--- src/rtl/lin_pkg.sv ---
package lin_pkg;
  typedef struct packed {
    logic       done;
    logic [7:0] data;
    logic       parBad;
    logic       stopBad;
    logic       brk;
  } rxEvt_t;

  typedef enum logic [2:0] {
    TX_IDLE, TX_BREAK, TX_DELIM, TX_START, TX_DATA, TX_PAR, TX_STOP
  } txState_t;

  typedef enum logic [2:0] {
    RX_IDLE, RX_START, RX_DATA, RX_PAR, RX_STOP
  } rxState_t;
endpackage

--- src/rtl/lin_baud_gen.sv ---
module lin_baud_gen #(
  parameter int DIV_W = 16
) (
  input  logic             clk,
  input  logic             rstN,
  input  logic [DIV_W-1:0] baudDiv,
  output logic             tick
);
  logic [DIV_W-1:0] divCnt;

  assign tick = (divCnt == baudDiv);

  always_ff @(posedge clk or negedge rstN) begin
    if (!rstN) divCnt <= '0;
    else       divCnt <= tick ? '0 : divCnt + 1'b1;
  end
endmodule

--- src/rtl/lin_tx_unit.sv ---
module lin_tx_unit
  import lin_pkg::*;
#(
  parameter int OVS_W      = 4,
  parameter int LEN_W      = 2,
  parameter int BRK_BASE   = 13,
  parameter int DELIM_BASE = 1
) (
  input  logic             clk,
  input  logic             rstN,
  input  logic             tick,
  input  logic             isMaster,
  input  logic [LEN_W-1:0] brkLen,
  input  logic [LEN_W-1:0] delimLen,
  input  logic             parityEn,
  input  logic             parityOdd,
  input  logic             txWrite,
  input  logic [7:0]       txData,
  input  logic             txBrk,
  output logic             txReady,
  output logic             txLine
);
  localparam int CNT_W = $clog2(BRK_BASE + (1 << LEN_W) + 1);
  localparam logic [OVS_W-1:0] SUB_LAST = '1;

  txState_t         txState;
  logic [OVS_W-1:0] sub;
  logic [CNT_W-1:0] bitCnt;
  logic [7:0]       shiftQ, holdData;
  logic             holdFull, holdBrk, parBit;
  logic             bitEnd, launch;
  logic [CNT_W-1:0] brkLast, delimLast;

  assign brkLast   = CNT_W'(BRK_BASE - 1) + CNT_W'(brkLen);
  assign delimLast = CNT_W'(DELIM_BASE - 1) + CNT_W'(delimLen);
  assign bitEnd    = tick && (sub == SUB_LAST) && (txState != TX_IDLE);
  assign launch    = tick && holdFull &&
                     ((txState == TX_IDLE) || (txState == TX_STOP && sub == SUB_LAST));
  assign txReady   = !holdFull;

  always_ff @(posedge clk or negedge rstN) begin
    if (!rstN) begin
      txState  <= TX_IDLE;
      sub      <= '0;
      bitCnt   <= '0;
      shiftQ   <= '0;
      holdData <= '0;
      holdFull <= 1'b0;
      holdBrk  <= 1'b0;
      parBit   <= 1'b0;
      txLine   <= 1'b1;
    end else begin
      if (txWrite && !holdFull) begin
        holdData <= txData;
        holdBrk  <= txBrk;
        holdFull <= 1'b1;
      end
      if (launch) begin
        holdFull <= 1'b0;
        shiftQ   <= holdData;
        parBit   <= parityOdd ? ~^holdData : ^holdData;
        sub      <= '0;
        bitCnt   <= '0;
        txLine   <= 1'b0;
        txState  <= (holdBrk && isMaster) ? TX_BREAK : TX_START;
      end else if (bitEnd) begin
        sub <= '0;
        case (txState)
          TX_BREAK:
            if (bitCnt == brkLast) begin
              txState <= TX_DELIM; txLine <= 1'b1; bitCnt <= '0;
            end else bitCnt <= bitCnt + 1'b1;
          TX_DELIM:
            if (bitCnt == delimLast) begin
              txState <= TX_START; txLine <= 1'b0; bitCnt <= '0;
            end else bitCnt <= bitCnt + 1'b1;
          TX_START: begin
            txState <= TX_DATA;
            txLine  <= shiftQ[0];
            shiftQ  <= shiftQ >> 1;
            bitCnt  <= '0;
          end
          TX_DATA:
            if (bitCnt == CNT_W'(7)) begin
              if (parityEn) begin txState <= TX_PAR;  txLine <= parBit; end
              else          begin txState <= TX_STOP; txLine <= 1'b1;   end
            end else begin
              txLine <= shiftQ[0];
              shiftQ <= shiftQ >> 1;
              bitCnt <= bitCnt + 1'b1;
            end
          TX_PAR:  begin txState <= TX_STOP; txLine <= 1'b1; end
          default: txState <= TX_IDLE;
        endcase
      end else if (tick && txState != TX_IDLE) begin
        sub <= sub + 1'b1;
      end
    end
  end

  assert_hold_taken_R4: assert property (@(posedge clk) disable iff (!rstN)
    (txWrite && txReady) |=> !txReady) else $error("holding register not taken");
  assert_break_low_R5: assert property (@(posedge clk) disable iff (!rstN)
    (txState == TX_BREAK) |-> (txLine == 1'b0)) else $error("break not dominant");
  assert_break_master_only_R6: assert property (@(posedge clk) disable iff (!rstN)
    (txState == TX_BREAK && $past(txState) != TX_BREAK) |-> $past(isMaster))
    else $error("break started in slave mode");
  assert_idle_high_R2: assert property (@(posedge clk) disable iff (!rstN)
    (txState == TX_IDLE) |-> txLine) else $error("idle line not recessive");
endmodule

--- src/rtl/lin_rx_sampler.sv ---
module lin_rx_sampler
  import lin_pkg::*;
#(
  parameter int OVS_W        = 4,
  parameter int BRK_DET_BITS = 11
) (
  input  logic   clk,
  input  logic   rstN,
  input  logic   tick,
  input  logic   rxLine,
  input  logic   parityEn,
  input  logic   parityOdd,
  output rxEvt_t evt
);
  localparam logic [OVS_W-1:0] SUB_MID = OVS_W'((1 << OVS_W) / 2 - 1);
  localparam int BRK_TICKS = BRK_DET_BITS * (1 << OVS_W);
  localparam int LOW_W     = $clog2(BRK_TICKS + 1);

  rxState_t         rxState;
  logic [1:0]       syncQ;
  logic             rxS, rxPrev, parRx;
  logic [OVS_W-1:0] sub;
  logic [2:0]       bitCnt;
  logic [7:0]       shiftQ;
  logic [LOW_W-1:0] lowCnt;

  assign rxS = syncQ[1];

  always_ff @(posedge clk or negedge rstN) begin
    if (!rstN) begin
      syncQ   <= 2'b11;
      rxPrev  <= 1'b1;
      rxState <= RX_IDLE;
      sub     <= '0;
      bitCnt  <= '0;
      shiftQ  <= '0;
      parRx   <= 1'b0;
      lowCnt  <= '0;
      evt     <= '0;
    end else begin
      syncQ       <= {syncQ[0], rxLine};
      rxPrev      <= rxS;
      evt.done    <= 1'b0;
      evt.brk     <= 1'b0;
      if (rxS) lowCnt <= '0;
      else if (tick && lowCnt != LOW_W'(BRK_TICKS)) begin
        lowCnt <= lowCnt + 1'b1;
        if (lowCnt == LOW_W'(BRK_TICKS - 1)) evt.brk <= 1'b1;
      end
      if (rxState == RX_IDLE) begin
        if (rxPrev && !rxS) begin
          rxState <= RX_START;
          sub     <= '0;
        end
      end else if (tick) begin
        sub <= sub + 1'b1;
        if (sub == SUB_MID) begin
          case (rxState)
            RX_START:
              if (rxS) rxState <= RX_IDLE;
              else begin rxState <= RX_DATA; bitCnt <= '0; end
            RX_DATA: begin
              shiftQ <= {rxS, shiftQ[7:1]};
              if (bitCnt == 3'd7) rxState <= parityEn ? RX_PAR : RX_STOP;
              else bitCnt <= bitCnt + 1'b1;
            end
            RX_PAR: begin parRx <= rxS; rxState <= RX_STOP; end
            default: begin
              evt.done    <= 1'b1;
              evt.data    <= shiftQ;
              evt.stopBad <= !rxS;
              evt.parBad  <= parityEn && (parRx != (parityOdd ? ~^shiftQ : ^shiftQ));
              rxState     <= RX_IDLE;
            end
          endcase
        end
      end
    end
  end

  assert_break_while_low_R11: assert property (@(posedge clk) disable iff (!rstN)
    evt.brk |-> ($past(rxS) == 1'b0)) else $error("break flagged on high line");
endmodule

--- src/rtl/lin_rx_buffer.sv ---
module lin_rx_buffer
  import lin_pkg::*;
(
  input  logic       clk,
  input  logic       rstN,
  input  rxEvt_t     evt,
  input  logic       isMaster,
  input  logic       rxRead,
  input  logic       errClear,
  output logic       rxValid,
  output logic [7:0] rxData,
  output logic       parityErr,
  output logic       frameErr,
  output logic       overrunErr,
  output logic       breakDet
);
  always_ff @(posedge clk or negedge rstN) begin
    if (!rstN) begin
      rxValid    <= 1'b0;
      rxData     <= '0;
      parityErr  <= 1'b0;
      frameErr   <= 1'b0;
      overrunErr <= 1'b0;
      breakDet   <= 1'b0;
    end else begin
      if (evt.done) begin
        if (!(rxValid && !rxRead)) begin
          rxData  <= evt.data;
          rxValid <= 1'b1;
        end
      end else if (rxRead) begin
        rxValid <= 1'b0;
      end
      parityErr  <= (parityErr  && !errClear) || (evt.done && evt.parBad);
      frameErr   <= (frameErr   && !errClear) || (evt.done && evt.stopBad);
      overrunErr <= (overrunErr && !errClear) || (evt.done && rxValid && !rxRead);
      breakDet   <= (breakDet   && !errClear) || (evt.brk && !isMaster);
    end
  end

  assert_read_clears_R7: assert property (@(posedge clk) disable iff (!rstN)
    (rxRead && !evt.done) |=> !rxValid) else $error("read did not empty buffer");
  assert_overrun_cause_R10: assert property (@(posedge clk) disable iff (!rstN)
    $rose(overrunErr) |-> $past(rxValid)) else $error("overrun without pending byte");
endmodule

--- src/rtl/lin_frame_ctrl.sv ---
module lin_frame_ctrl
  import lin_pkg::*;
#(
  parameter int DIV_W        = 16,
  parameter int OVS_W        = 4,
  parameter int LEN_W        = 2,
  parameter int BRK_BASE     = 13,
  parameter int DELIM_BASE   = 1,
  parameter int BRK_DET_BITS = 11
) (
  input  logic             clk,
  input  logic             rstN,
  input  logic             isMaster,
  input  logic [DIV_W-1:0] baudDiv,
  input  logic [LEN_W-1:0] brkLen,
  input  logic [LEN_W-1:0] delimLen,
  input  logic             parityEn,
  input  logic             parityOdd,
  input  logic             txWrite,
  input  logic [7:0]       txData,
  input  logic             txBrk,
  output logic             txReady,
  output logic             txLine,
  input  logic             rxLine,
  input  logic             rxRead,
  output logic [7:0]       rxData,
  output logic             rxValid,
  output logic             parityErr,
  output logic             frameErr,
  output logic             overrunErr,
  output logic             breakDet,
  input  logic             errClear
);
  logic   tick;
  rxEvt_t rxEvt;

  lin_baud_gen #(.DIV_W(DIV_W)) i_baud (
    .clk(clk), .rstN(rstN), .baudDiv(baudDiv), .tick(tick));

  lin_tx_unit #(.OVS_W(OVS_W), .LEN_W(LEN_W), .BRK_BASE(BRK_BASE),
                .DELIM_BASE(DELIM_BASE)) i_tx (
    .clk(clk), .rstN(rstN), .tick(tick), .isMaster(isMaster),
    .brkLen(brkLen), .delimLen(delimLen), .parityEn(parityEn),
    .parityOdd(parityOdd), .txWrite(txWrite), .txData(txData),
    .txBrk(txBrk), .txReady(txReady), .txLine(txLine));

  lin_rx_sampler #(.OVS_W(OVS_W), .BRK_DET_BITS(BRK_DET_BITS)) i_rxs (
    .clk(clk), .rstN(rstN), .tick(tick), .rxLine(rxLine),
    .parityEn(parityEn), .parityOdd(parityOdd), .evt(rxEvt));

  lin_rx_buffer i_rxb (
    .clk(clk), .rstN(rstN), .evt(rxEvt), .isMaster(isMaster),
    .rxRead(rxRead), .errClear(errClear), .rxValid(rxValid),
    .rxData(rxData), .parityErr(parityErr), .frameErr(frameErr),
    .overrunErr(overrunErr), .breakDet(breakDet));
endmodule

--- config.mk ---
export PLATFORM = sky130hd
export DESIGN_NAME = lin_frame_ctrl
export DESIGN_NICKNAME = d
export VERILOG_FILES = /design/src/rtl/lin_pkg.sv /design/src/rtl/lin_baud_gen.sv /design/src/rtl/lin_tx_unit.sv /design/src/rtl/lin_rx_sampler.sv /design/src/rtl/lin_rx_buffer.sv /design/src/rtl/lin_frame_ctrl.sv
export SDC_FILE = /design/constraint.sdc
export NUM_CORES = 1
export LEC_CHECK = 0
export BUFFER_PORTS_ARGS = -buffer_cell sky130_fd_sc_hd__clkbuf_2
export CAP_MARGIN = 20
export CORE_ASPECT_RATIO = 0.8
export CORE_MARGIN = 3
export CORE_UTILIZATION = 53
export CTS_BUF_LIST = sky130_fd_sc_hd__clkbuf_8 sky130_fd_sc_hd__clkbuf_16
export CTS_CLUSTER_SIZE = 12
export DETAILED_ROUTE_END_ITERATION = 12
export GPL_ROUTABILITY_DRIVEN = 0
export HOLD_SLACK_MARGIN = 0.08
export PLACE_DENSITY = 0.73
export SETUP_SLACK_MARGIN = 0.02
export SYNTH_ARGS = -nofsm -noshare
export SYNTH_HDL_FRONTEND = slang
export SYNTH_SLANG_ARGS = --single-unit
--- constraint.sdc ---
create_clock -name clk -period 2.1 [get_ports clk]
set_input_delay 0 -clock clk [delete_from_list [all_inputs] [get_ports clk]]
set_output_delay 0 -clock clk [all_outputs]
set_load 0.005 [all_outputs]
==> reports/qor.yml, run 1 <==
run_status:
  status: "complete, but fails checks"
  violations: "setup timing"
routing:
  wl_um: 10700
  dr.pass1.iters: 4
  drtAntennaViolNets: 0
  wl_per_cell_um: 15.1
  drc: 0
  dr.first_iter.drc_count: 219
  vias: 3835
  viasPerCell: 5.42
clock_network:
  clkTransAtPathRegs_ps: 70
  root_buffer: "clkbuf_16"
  numCtsBuffers: 9
  tritoncts: "built"
  clock-sinks: 103
  htreeDepth: 3
  clk_path_buf_depth: 2
  clk-insertion-delay-late_ps: 350
cells_and_area:
  area.sequential_um2: 2580
  layout_common_cells: "dfrtp_1, nor2_1, clkbuf_2"
  antenna_cells: 0
  multi_input_area_um2: 2530
  drive_above_1_share: 0.302
  area_delta_synth_final_pct: 26.1
  final_common_cell: "dfrtp_1"
  fin_nets: 633
  nFillCells: 656
synthesis:
  ys_ff_latch: 103
  synth_top_family_by_area: "simple AND/OR/NAND/NOR gates"
  seq_area_frac_synth: 0.507
  yosys.area_share.simple: 0.162
  synthMuxAreaShare: 0.0974
  synth.avg_cell_area_um2: 10.7
  synth-xor-area-share: 0.0997
  synth-adder-area-share: 0.0196
  synthesis.nets: 524
  async_reset_ff_frac: 1.00
  syn_area_um2: 5100
  ys_warn_count: 0
  synth_edf_count: 0
  ys.flop_type: "dfrtp_1"
  synth_cell_types: 55
  postSynthCellCount: 478
  synth_compound_area_frac: 0.0891
run:
  max_cap_violations: 0
floorplanning:
  fp.dieH_um: 93.7
  coreArea_um2: 9190
  rows: 31
  ioPinCount: 53
  start_util: 0.555
  dieWidth_um: 116
  die-area_um2: 10800
pwr:
  powerDensity_nw_per_um2: 648
  p_total_mw: 4.17
  p_leak_nw: 3.12
  ir_drop_mv: 0.466
sta:
  period_needed_ps: 2130
  hold_viol: 0
  fin_tns_setup_ps: -49.6
  tightest_slew_ps: 594
  maxSlewViolCount: 0
  setup_ws_ps: -32.9
  whs_ps: 202
  grt_setup_unrepaired: "true"
  fmax_mhz: 469
  period_share: 1.02
  setup_viol: 2
  slew_headroom: 0.604
  skew_ps: 9.41
worst_setup_path:
  worstPathArrival_ps: 2370
  critPathKind: "reg2reg"
  start_kind: "flip-flop"
  cp_data_required_time_ps: 2330
  cp_max_fo: 6
  r2r_slack_ps: -30
  critPathCaptureType: "flip-flop"
global_route:
  grtUsageTotal: 0.205
  grt_max_degree: 46
  overflow: 0
  grt_pass1_wl_um: 17600
  first_global_vias: 3826
  grt_antenna_before_repair: 0
place:
  port_buffers: 52
  dpl.hpwl_um: 7340
  dpl_worst_slack_ps: -180
worst_hold_path:
  hp-class: "in2async"
==> timing repair <==
item | 4_1_cts | 5_1_grt
gates cloned | 0 | 1
hold buffers | 17 | 0
pin swaps | 2 | 12
gates resized for setup | 8 | 24
setup buffers | 0 | 5
setup endpoints to repair | 43 | 54
endpoints found under the hold margin | 60 | 0
==> through the flow <==
stage	utilization	std cells	area, um^2
after detailed placement	0.626	668	5760
after global routing	0.699	707	6430
final	0.699	707	6430
after CTS	0.681	701	6260
after global placement	0.626	668	5760
after floorplan	-	478	5100
==> worst max-delay path, stage by stage (launching register included) <==
cell     delay, ps
dfrtp_1        390
xor2_1         150
nor4_1         300
buf_4          170
and4_4         240
buf_12         140
nand2_4         50
a211o_1        310
mux2_4         270
==> where the power goes <==
group	leakage, nW	internal, mW	switching (mW)	total [mW]
logic	1.62	0.224	0.221	0.445
registers	1.37	2.05	0.0627	2.11
clock network	0.139	0.830	0.781	1.61
total	3.12	3.10	1.06	4.17
==> sequential cells by signal (all words and copies together) (netlist names), 2 cells and up <==
register	count
i_rxs.sub	4
i_rxs.rxState	3
i_rxs.shiftQ	8
i_rxs.evt	12
i_tx.sub	4
i_rxs.bitCnt	3
i_rxb.rxData	8
i_tx.txState	3
i_tx.holdData	8
i_baud.divCnt	16
i_rxs.lowCnt	8
i_rxs.syncQ	2
i_tx.bitCnt	5
i_tx.shiftQ	8
==> worst paths after layout <==
check	from	to	cells after the start
min in group clk	rxLine	i_rxs.syncQ[0]$_DFF_PN1_	2
hold / removal	rstN	i_tx.bitCnt[3]$_DFFE_PN0P_	2
setup / recovery	i_baud.divCnt[14]$_DFF_PN0_	i_rxs.bitCnt[0]$_DFFE_PN0P_	8
max in group asynchronous	rstN	i_rxb.rxValid$_DFFE_PN0P_	3
setup reg to reg	i_baud.divCnt[14]$_DFF_PN0_	i_rxs.bitCnt[0]$_DFFE_PN0P_	8
hold reg to reg	i_rxs.syncQ[0]$_DFF_PN1_	i_rxs.syncQ[1]$_DFF_PN1_	0
==> area by class of cell <==
class / instances / share of cell area
Multi-Input combinational cell: 345 / 0.393
Clock inverter: 7 / 0.00974
Clock buffer: 9 / 0.0350
Timing Repair Buffer: 114 / 0.130
Sequential cell: 103 / 0.402
Inverter: 14 / 0.00818
Tap cell: 115 / 0.0224
==> cell usage after synthesis (8+ instances only) <==
| cell | number | area, um^2 |
|---|---|---|
| dfrtp_1 | 99 | 2480 |
| nor2_1 | 53 | 199 |
| nand2_1 | 39 | 146 |
| mux2_2 | 37 | 417 |
| xor2_1 | 30 | 263 |
| xnor2_1 | 28 | 245 |
| o21ai_0 | 18 | 90.1 |
| a21oi_1 | 15 | 75.1 |
| nand3_1 | 15 | 75.1 |
| inv_1 | 14 | 52.6 |
| and3_1 | 13 | 81.3 |
| clkbuf_1 | 8 | 30.0 |
| ha_1 | 8 | 100 |
| mux2i_1 | 8 | 80.1 |
==> layer usage <==
| metal | track usage | wire, um | part of all wire | up-vias |
|---|---|---|---|---|
| met2 | 0.324 | 5210 | 0.49 | 81 |
| met4 | 0.0754 | 159 | 0.015 | 0 |
| li1 | - | - | - | 1878 |
| met1 | 0.278 | 4910 | 0.46 | 1861 |
| met5 | 0 | 0 | 0 | - |
| met3 | 0.0444 | 428 | 0.040 | 15 |
==> logic make-up after synthesis <==
family,after synthesis
compound gates,67
xor+xnor,58
flops,103
buf+inv,30
mux,45
simple gates,167
fa+ha+maj,8
(Power assumes the default switching activity.)
==> run 2, diff against run 1 <==
--- a/config.mk
+++ b/config.mk
@@ -6,7 +6,6 @@
 export NUM_CORES = 1
 export LEC_CHECK = 0
 export BUFFER_PORTS_ARGS = -buffer_cell sky130_fd_sc_hd__clkbuf_2
-export CAP_MARGIN = 20
 export CORE_ASPECT_RATIO = 0.8
 export CORE_MARGIN = 3
 export CORE_UTILIZATION = 53
@@ -15,6 +14,7 @@
 export DETAILED_ROUTE_END_ITERATION = 12
 export GPL_ROUTABILITY_DRIVEN = 0
 export HOLD_SLACK_MARGIN = 0.08
+export MAX_ROUTING_LAYER = met4
 export PLACE_DENSITY = 0.73
 export SETUP_SLACK_MARGIN = 0.02
 export SYNTH_ARGS = -nofsm -noshare
==> run 2 against run 1 <==
- the flow still finishes with violations (setup timing)
- die area unchanged
- worst setup slack worse by 1.5 ps
- final area is 0.27% lower
- wire length shrank 0.29%
- final cell count fell by 0.14%
- largest cell class unchanged
- fmax barely moved
- via count fell by 0.60%
- non-clock buffer count is 1 lower
- critical endpoint unchanged
- critical path depth is the same
- core utilization shrank 0.19 points
- clock skew hardly changed
- hold slack better by 1.3 ps
==> reports/qor.yml, run 2 (synthesis gave the netlist of run 1 again) <==
cells_and_area:
  fin_nets: 632
  layout_common_cells: "dfrtp_1, nor2_1, clkbuf_2"
  final_common_cell: "dfrtp_1"
  area_delta_synth_final_pct: 25.7
  drive_above_1_share: 0.298
  nFillCells: 659
  reg_top3: "i_baud.divCnt x16, i_rxs.evt x12"
  antenna_cells: 0
  regMostFlops: "i_baud.divCnt"
  largest_register_ffs: 16
  fin_area_um2: 6410
  layout.cells.non_filler: 706
floorplanning:
  rows: 31
  start_util: 0.555
  fp.dieH_um: 93.7
  die-area_um2: 10800
  coreArea_um2: 9190
  ioPinCount: 53
  dieWidth_um: 116
pwr:
  ir_drop_mv: 0.465
  p_leak_nw: 3.12
  powerDensity_nw_per_um2: 650
global_route:
  first_global_vias: 3818
  grtUsageTotal: 0.211
  grt-busiest-layer: "met2"
  use_met2: 0.322
  grtUsageMet3: 0.0444
  overflow: 0
  grt_pass1_wl_um: 17600
  met1_usage: 0.281
  grt_max_degree: 46
  grt_antenna_before_repair: 0
run:
  max_cap_violations: 0
clock_network:
  root_buffer: "clkbuf_16"
  htreeDepth: 3
  tritoncts: "built"
  clkTransAtPathRegs_ps: 70
  numCtsBuffers: 9
  clk-insertion-delay-late_ps: 350
  clock-sinks: 103
  clk_path_buf_depth: 2
sta:
  slew_headroom: 0.601
  grt_setup_unrepaired: "true"
  period_needed_ps: 2130
  setup_viol: 2
  fmax_mhz: 469
  skew_ps: 9.37
  maxSlewViolCount: 0
  hold_viol: 0
  tightest_slew_ps: 599
  period_share: 1.02
  setup_ws_ps: -34.3
run_status:
  status: "complete, but fails checks"
  violations: "setup timing"
worst_setup_path:
  cp_max_fo: 6
  worstPathArrival_ps: 2370
  critPathCaptureType: "flip-flop"
  r2r-start: "i_baud.divCnt[14]$_DFF_PN0_"
  critPathKind: "reg2reg"
  r2r_cells: 8
  cp_data_required_time_ps: 2340
  start_kind: "flip-flop"
  r2r_slack_ps: -30
  r2r_end: "i_rxs.bitCnt[0]$_DFFE_PN0P_"
routing:
  viasPerCell: 5.40
  dr.first_iter.drc_count: 214
  vias: 3812
  wl_per_cell_um: 15.1
  drtAntennaViolNets: 0
  wl_um: 10700
  drc: 0
  dr.pass1.iters: 4
worst_hold_path:
  hp-class: "in2async"
place:
  place_area_um2: 5760
  dpl.hpwl_um: 7340
  port_buffers: 52
  dp_cells: 668
==> run 2: changes by cell type in the layout (fill, tap and decap cells not counted), sizes merged <==
cell,before,now
buf,45,44
==> run 2: where the power goes <==
group          switching, mW  internal (mW)  total (mW)  leakage [nW]
clock                  0.781          0.829        1.61         0.139
combinational          0.222          0.224       0.446          1.61
sequential            0.0613           2.05        2.11          1.37
==> run 2: area by class of cell <==
class	count	area, um^2	share of cell area
Sequential cell	103	2580	0.403
Multi-Input combinational cell	345	2520	0.393
Timing Repair Buffer	113	826	0.129
Clock buffer	9	225	0.0351
Tap cell	115	144	0.0225
Clock inverter	7	62.6	0.00976
Inverter	14	52.6	0.00820
==> run 2: worst max-delay path: stages (launching register included) <==
cell and delay [ps]:
dfrtp_1 390, xor2_1 150, nor4_1 300, buf_4 170
and4_4 250, buf_12 140, nand2_4 50, a211o_1 310
mux2_4 270
==> run 2: how the worst max path moves through the flow <==
stage                                     start                     endpoint  slack [ps]  depth (start not counted)
finish              i_baud.divCnt[14]$_DFF_PN0_  i_rxs.bitCnt[0]$_DFFE_PN0P_         -30                          8
global route         i_baud.divCnt[7]$_DFF_PN0_  i_rxs.bitCnt[0]$_DFFE_PN0P_         -80                          7
CTS                  i_baud.divCnt[9]$_DFF_PN0_   i_tx.bitCnt[3]$_DFFE_PN0P_         -50                          8
floorplan           i_tx.txState[1]$_DFFE_PN0P_   i_tx.bitCnt[3]$_DFFE_PN0P_         120                          8
global placement     i_baud.divCnt[5]$_DFF_PN0_   i_tx.shiftQ[6]$_DFFE_PN0P_         -70                          8
detailed placement  i_baud.divCnt[14]$_DFF_PN0_   i_tx.shiftQ[6]$_DFFE_PN0P_        -180                          9
==> run 2: stage by stage <==
step                      setup slack, ps  utilization  power, mW  TNS, ps  hold slack (ps)
after global routing                -81.3        0.697       4.34    -1090              247
after detailed placement             -180        0.626       2.54    -2300             50.1
after CTS                           -51.8        0.681       4.19     -317              233
after global placement              -67.5        0.626       2.53     -884             49.8
after floorplan                       117            -       2.34        0             -296
final                               -34.3        0.697       4.17    -56.2              204
==> run 2: repair_timing <==
action	4_1_cts	5_1_grt
setup buffers	0	4
gates resized for setup	8	21
setup endpoints to repair	43	54
gates cloned	0	1
pin swaps	2	12
endpoints found under the hold margin	60	0
hold buffers	17	0
==> run 2: metal layers <==
layer | routed length (um) | vias up
met5 | 0 | -
met4 | 177 | 0
met3 | 341 | 18
met2 | 5140 | 76
met1 | 5010 | 1841
li1 | - | 1877
